### config.mk
export PLATFORM = sky130hd
export DESIGN_NAME = osrx_receiver
export DESIGN_NICKNAME = d
export VERILOG_FILES = /design/src/rtl/osrx_pkg.sv /design/src/rtl/osrx_sampler.sv /design/src/rtl/osrx_idle.sv /design/src/rtl/osrx_frame.sv /design/src/rtl/osrx_receiver.sv
export SDC_FILE = /design/constraint.sdc
export NUM_CORES = 1
export LEC_CHECK = 0
export BUFFER_PORTS_ARGS = -buffer_cell sky130_fd_sc_hd__clkbuf_2
export CAP_MARGIN = 0
export CORE_MARGIN = 2
export CORE_UTILIZATION = 44
export DETAILED_ROUTE_END_ITERATION = 10
export PLACE_DENSITY_LB_ADDON = 0.1
export SLEW_MARGIN = 20
export SYNTH_ARGS = -nofsm -noshare
export SYNTH_HDL_FRONTEND = slang
export SYNTH_SLANG_ARGS = --single-unit
### constraint.sdc
create_clock -name clk -period 2.6 [get_ports clk]
set_clock_uncertainty 0.2 [all_clocks]
set_input_delay 0.13 -clock clk [delete_from_list [all_inputs] [get_ports clk]]
set_output_delay 0.13 -clock clk [all_outputs]
set_load 0.1 [all_outputs]
### src/rtl/osrx_pkg.sv
package osrx_pkg;

   typedef enum logic [1:0] {
      ST_HUNT = 2'd0,
      ST_RECV = 2'd1
   } osrx_state_e;

   function automatic logic maj3(input logic a, input logic b, input logic c);
      return (a & b) | (a & c) | (b & c);
   endfunction

endpackage

### src/rtl/osrx_sampler.sv
module osrx_sampler #(
   parameter bit TRI_EN = 1'b1
) (
   input  logic clk,
   input  logic rst_n,
   input  logic tick,
   input  logic line,
   input  logic tri_mode,
   output logic bit_val,
   output logic bit_noise,
   output logic prev_smp
);
   import osrx_pkg::*;

   // two most recent quantum samples, newest in bit 0
   logic [1:0] hist;

   always_ff @(posedge clk or negedge rst_n) begin
      if (!rst_n)    hist <= 2'b11;
      else if (tick) hist <= {hist[0], line};
   end

   assign prev_smp = hist[0];

   generate
      if (TRI_EN) begin : g_triple
         always_comb begin
            if (tri_mode) begin
               bit_val   = maj3(hist[1], hist[0], line);
               bit_noise = !((hist[1] == hist[0]) && (hist[0] == line));
            end else begin
               bit_val   = line;
               bit_noise = 1'b0;
            end
         end
      end else begin : g_single
         logic unused_tri;
         assign unused_tri = tri_mode ^ hist[1];
         assign bit_val    = line;
         assign bit_noise  = 1'b0;
      end
   endgenerate

endmodule

### src/rtl/osrx_idle.sv
module osrx_idle #(
   parameter int QW = 4,
   parameter int CW = 6
) (
   input  logic          clk,
   input  logic          rst_n,
   input  logic          tick,
   input  logic          line,
   input  logic          chk_en,
   input  logic [QW-1:0] bit_q_m1,
   input  logic [CW-1:0] target,
   output logic          idle
);
   logic [QW-1:0] q_run;
   logic [CW-1:0] b_run;

   always_ff @(posedge clk or negedge rst_n) begin
      if (!rst_n) begin
         q_run <= '0;
         b_run <= '0;
      end else if (tick) begin
         if (!line) begin
            q_run <= '0;
            b_run <= '0;
         end else if (q_run == bit_q_m1) begin
            q_run <= '0;
            if (b_run < target) b_run <= b_run + 1'b1;
         end else begin
            q_run <= q_run + 1'b1;
         end
      end
   end

   assign idle = !chk_en || (b_run >= target);

   a_r8_low_clears_idle: assert property (@(posedge clk) disable iff (!rst_n)
      (tick && !line && chk_en) |=> !idle);

endmodule

### src/rtl/osrx_frame.sv
module osrx_frame #(
   parameter int QW  = 4,
   parameter int DW  = 16,
   parameter int FLW = 5
) (
   input  logic           clk,
   input  logic           rst_n,
   input  logic           tick,
   input  logic           line,
   input  logic           prev_smp,
   input  logic           bit_val,
   input  logic           bit_noise,
   input  logic [QW-1:0]  bit_q_m1,
   input  logic [QW-1:0]  smp_pt,
   input  logic [FLW-1:0] flen,
   input  logic           par_en,
   output logic           busy_raw,
   output logic           ev_noise,
   output logic           ev_done,
   output logic           ev_fmt,
   output logic [DW-1:0]  data_q
);
   import osrx_pkg::*;

   localparam int BW = FLW + 1;

   osrx_state_e   state;
   logic [QW-1:0] qcnt;
   logic [BW-1:0] bidx;
   logic [BW-1:0] flen_x;
   logic [BW-1:0] stop_idx;
   logic          at_sp;

   assign flen_x   = {1'b0, flen};
   assign stop_idx = flen_x + BW'(1) + {{FLW{1'b0}}, par_en};
   assign at_sp    = tick && (state == ST_RECV) && (qcnt == smp_pt);

   always_ff @(posedge clk or negedge rst_n) begin
      if (!rst_n) begin
         state  <= ST_HUNT;
         qcnt   <= '0;
         bidx   <= '0;
         data_q <= '0;
      end else if (tick) begin
         case (state)
            ST_HUNT: begin
               if (prev_smp && !line) begin
                  state  <= ST_RECV;
                  qcnt   <= QW'(1);
                  bidx   <= '0;
                  data_q <= '0;
               end
            end
            ST_RECV: begin
               if (qcnt == bit_q_m1) begin
                  qcnt <= '0;
                  bidx <= bidx + 1'b1;
               end else begin
                  qcnt <= qcnt + 1'b1;
               end
               if (qcnt == smp_pt) begin
                  if ((bidx == '0) && bit_val) begin
                     state <= ST_HUNT;
                  end else if (bidx == stop_idx) begin
                     state <= ST_HUNT;
                  end else begin
                     for (int i = 0; i < DW; i++) begin
                        if ((bidx == BW'(i + 1)) && (flen_x >= BW'(i + 1)))
                           data_q[i] <= bit_val;
                     end
                  end
               end
            end
            default: state <= ST_HUNT;
         endcase
      end
   end

   assign busy_raw = (state == ST_RECV);
   assign ev_noise = at_sp && bit_noise;
   assign ev_done  = at_sp && (bidx == stop_idx);
   assign ev_fmt   = ev_done && !bit_val;

   a_r7_start_from_hunt: assert property (@(posedge clk) disable iff (!rst_n)
      $rose(busy_raw) |-> $past(tick && prev_smp && !line));

endmodule

### src/rtl/osrx_receiver.sv
module osrx_receiver #(
   parameter int QW     = 4,
   parameter int DW     = 16,
   parameter int FLW    = $clog2(DW + 1),
   parameter bit TRI_EN = 1'b1
) (
   input  logic           clk,
   input  logic           rst_n,
   input  logic           q_tick,
   input  logic           rx_line,
   input  logic           cfg_triple,
   input  logic [QW-1:0]  cfg_smp_pt,
   input  logic [QW-1:0]  cfg_bit_q_m1,
   input  logic [FLW-1:0] cfg_flen,
   input  logic           cfg_par_en,
   input  logic           cfg_idle_chk,
   input  logic           cfg_busy_en,
   input  logic           en_noise,
   input  logic           en_fmt,
   input  logic           en_fin,
   output logic [DW-1:0]  rx_data,
   output logic           rx_valid,
   output logic           bus_idle,
   output logic           busy,
   output logic           noise_pulse,
   output logic           fmt_err_pulse,
   output logic           fin_pulse
);
   localparam int CW = FLW + 1;

   generate
      if (QW < 2) begin : g_bad_qw
         $error("QW must allow at least 3 quanta per bit");
      end
      if (DW >= (1 << FLW)) begin : g_bad_flw
         $error("FLW too narrow to hold DW");
      end
   endgenerate

   logic          s_bit, s_noise, s_prev;
   logic          f_busy, f_noise, f_done, f_fmt;
   logic [DW-1:0] f_data;
   logic [CW-1:0] idle_target;

   assign idle_target = {1'b0, cfg_flen} + CW'(2) + {{FLW{1'b0}}, cfg_par_en};

   osrx_sampler #(.TRI_EN(TRI_EN)) sampler_i (
      .clk(clk), .rst_n(rst_n), .tick(q_tick), .line(rx_line),
      .tri_mode(cfg_triple), .bit_val(s_bit), .bit_noise(s_noise),
      .prev_smp(s_prev)
   );

   osrx_frame #(.QW(QW), .DW(DW), .FLW(FLW)) frame_i (
      .clk(clk), .rst_n(rst_n), .tick(q_tick), .line(rx_line),
      .prev_smp(s_prev), .bit_val(s_bit), .bit_noise(s_noise),
      .bit_q_m1(cfg_bit_q_m1), .smp_pt(cfg_smp_pt), .flen(cfg_flen),
      .par_en(cfg_par_en), .busy_raw(f_busy), .ev_noise(f_noise),
      .ev_done(f_done), .ev_fmt(f_fmt), .data_q(f_data)
   );

   osrx_idle #(.QW(QW), .CW(CW)) idle_i (
      .clk(clk), .rst_n(rst_n), .tick(q_tick), .line(rx_line),
      .chk_en(cfg_idle_chk), .bit_q_m1(cfg_bit_q_m1),
      .target(idle_target), .idle(bus_idle)
   );

   always_ff @(posedge clk or negedge rst_n) begin
      if (!rst_n) begin
         rx_data       <= '0;
         rx_valid      <= 1'b0;
         noise_pulse   <= 1'b0;
         fmt_err_pulse <= 1'b0;
         fin_pulse     <= 1'b0;
      end else begin
         rx_valid      <= f_done;
         noise_pulse   <= f_noise && en_noise;
         fmt_err_pulse <= f_fmt && en_fmt;
         fin_pulse     <= f_done && en_fin;
         if (f_done) rx_data <= f_data;
      end
   end

   assign busy = cfg_busy_en && f_busy;

   a_r5_valid_on_tick: assert property (@(posedge clk) disable iff (!rst_n)
      rx_valid |-> $past(q_tick));
   a_r4_fmt_with_valid: assert property (@(posedge clk) disable iff (!rst_n)
      fmt_err_pulse |-> rx_valid);
   a_r11_noise_gated: assert property (@(posedge clk) disable iff (!rst_n)
      noise_pulse |-> $past(en_noise));
   a_r3_single_no_noise: assert property (@(posedge clk) disable iff (!rst_n)
      noise_pulse |-> $past(cfg_triple));
   a_r10_busy_before_valid: assert property (@(posedge clk) disable iff (!rst_n)
      (rx_valid && $past(cfg_busy_en)) |-> $past(busy));

endmodule

==> flow_summary.yaml <==
setup_path:
  crit_fanout: 7
  worstRegToRegCells: 7
  worstSetupPathType: "flop to flop"
  endpoint_kind: "flop"
  cpMaxStageDelayCell: "dfrtp_1"
  cp.arrival_ns: 2.63
  required_ns: 2.67
  crit_top_cell: "a21o_1"
  slowest_delay_ns: 0.45
  startpoint_type: "flop"
  crit_chain: "ha_1, a21o_1, a21o_1, a2111oi_4, nand4_1, or3_1, o21ai_1"
power_and_ir_drop:
  power_mw: 4.368
  vdd_drop_max_uv: 446.7
  power.leakage_nw: 2.131
  power.density_nw_per_um2: 975.7
timing:
  setup_slack_ns: 0.04336
  max_freq_ghz: 0.3911
  drv_slew: 0
  setup_viol: 0
  maxSlewHeadroom_pct: 52.06
  min_period_ns: 2.557
  finalHoldViolations: 0
  finalCritPeriodShare_pct: 98.33
  tightest_slew_ns: 0.7191
finish:
  most-common-layout-cells: "dfrtp_1, clkbuf_2, nand2_1"
  fin_nets: 496
  syn_to_final_growth_pct: 20.15
  diodes: 0
  final_common_cell: "dfrtp_1"
  drive_gt1_share_pct: 28.67
drt:
  drc: 0
  wl_per_cell_um: 15.02
  viasPerCell: 5.286
  drtAntennaViolNets: 0
  routed_wl_um: 8440
  firstDrtPassIters: 4
  drt_iter0_drc: 91
  vias: 2971
yosys:
  synth_seq_cells: 59
  synth_compound_area_share_pct: 16.05
  synthArstFlopShare_pct: 100.0
  muxShareOfSynthArea_pct: 6.514
  synth_edf_count: 0
  synthFlopType: "dfrtp_1"
  synth_fa_ha_area_share_pct: 6.716
  synth.distinct_cells: 64
  netlist_instances: 381
  synth_top_family_by_area: "simple AND/OR/NAND/NOR gates"
  syn-mean-instance-area_um2: 9.780
  ys_seq_area_share_pct: 39.69
  syn_area_um2: 3726
  synth_fp_nets: 425
  ys_warn_count: 0
  synthXorXnorAreaFrac_pct: 6.917
  yosys.area_share.simple_pct: 17.73
place:
  dp_slack_ns: -0.2750
  post-dp-hpwl_um: 6296
  port_buffers: 45
  gp_congestion: 0.8805
hold_path:
  hp-class: "input pin to flop"
  hold_depth: 4
global_route:
  grt_max_degree: 33
  grt_usage_pct: 19.30
  grt_pass1_vias: 2942
  grt_pass1_wl_um: 13720
  antenna_found_initial: 0
  grt_remaining_overflow: 0
cts:
  worstSkewPairLatency_ns: 0.34
  cts_tree: "done"
  cts.htree.levels: 3
  clkSinkCount: 59
  cts_buffers: 9
  cts_buffer_depth: 2
  clk_pin_slew_worst_paths_ns: 0.08
  ctsRootBufferMaster: "clkbuf_8"
floorplan:
  die_w_um: 96.03
  die_y_um: 96.03
  ioPinCount: 46
  dieArea_um2: 9221
  core_um2: 8217
  rows: 33
  initial_core_util_pct: 45.35
flow_run:
  drv_cap: 0
status:
  status: "completed"
[per-stage QoR]
step / setup TNS, ns / cell area (um^2) / cells / hold slack (ns) / utilization, %
global placement: -1.039 / 4184 / 536 / 0.01318 / 50.92
global route: -0.06381 / 4477 / 562 / 0.1686 / 54.48
detailed placement: -1.723 / 4184 / 536 / 0.01649 / 50.92
floorplan: -0.2980 / 3765 / 381 / -0.3656 / -
CTS: 0 / 4454 / 559 / 0.09042 / 54.21
finish: 0 / 4477 / 562 / 0.1240 / 54.48
[Yosys cell counts (3+ instances only)]
cell type  instances  area [um^2]
buf_2              4        20.02
nor2b_1            4        25.02
nand2b_1           3        18.77
o21ai_0           17        85.08
a31oi_1            3        18.77
nand2_1           39        146.4
and3_1             3        18.77
dfrtp_1           57         1426
buf_6              6        67.56
a2bb2oi_1         13        113.9
mux2_4             8        120.1
nand3_1           10        50.05
ha_1              20        250.2
a211oi_1           5        37.54
a21oi_1           11        55.05
nand4_1           10        62.56
or2_2              3        18.77
xnor2_1           14        122.6
mux2_2            10        112.6
nor3_1            13        65.06
xor2_1            11        96.34
inv_1             30        112.6
o22ai_1            3        18.77
clkbuf_1           3        11.26
or3_1              3        18.77
nor2_1            21        78.83
o21ai_1           11        55.05
[flip-flops by register name, summed over array words and instances, names as in the netlist]
signal          count
frame_i.data_q     16
rx_data            16
frame_i.bidx        6
idle_i.b_run        6
frame_i.qcnt        4
idle_i.q_run        4
sampler_i.hist      2
fin_pulse           1
fmt_err_pulse       1
frame_i.state       1
noise_pulse         1
rx_valid            1
[cell type report]
class | count | area (um^2)
fillers | 807 | 3740
flip-flops and latches | 59 | 1479
multi-input cells | 274 | 2034
clock inverters | 7 | 76.32
clock buffers | 9 | 123.9
well taps | 105 | 131.4
repair buffers | 75 | 508.0
inverters | 33 | 123.9
[power by group]
part           internal (mW)  switching [mW]  total (mW)
Sequential              1.17           0.227        1.40
Clock                  0.447           0.423       0.870
Combinational          0.676            1.42        2.10
[worst max-delay path: cells and delay by family (launching register included)]
family	cells	cell delay [ns]
AO/OA/AOI/OAI	4	0.92
AND/OR/NAND/NOR	2	0.57
flip-flops	1	0.45
adder cells (fa/ha/maj)	1	0.34
[cell families (layout without fill, tap and decap cells)]
logic type | count (synthesis) | after routing
and+or+nand+nor | 125 | 125
AOI/OAI and AO/OA | 83 | 83
DFF | 59 | 59
buffers and inverters | 48 | 124
xor gates and xnor gates | 27 | 27
adders and majority gates | 20 | 20
muxes | 19 | 19
[per-layer routing]
layer	GRT usage [%]	wire length (um)	vias to the layer above
met5	0	0	-
met4	7.857	187	0
met3	3.837	239	17
met2	32.06	3980	52
met1	24.53	4032	1417
li1	-	-	1485
[final timing paths]
path | start | end | slack (ns)
setup / recovery | idle_i.b_run[3] | idle_i.b_run[3] | 0.04
hold / removal | cfg_triple | fmt_err_pulse | 0.12
setup reg to reg | idle_i.b_run[3] | idle_i.b_run[3] | 0.04
hold reg to reg | rx_data[4] | rx_data[4] | 0.31
max in group asynchronous | rst_n | sampler_i.hist[0] | 1.33
min in group asynchronous | rst_n | rx_data[13] | 0.17
[what timing repair did]
item                                    in CTS  in global routing
endpoints found under the setup margin       0                  4
hold buffers                                 7                  0
endpoints found under the hold margin       34                  0
buffers inserted                             0                  3
resized for setup                            0                  1
Note: power is estimated with default switching activity, not from simulation.
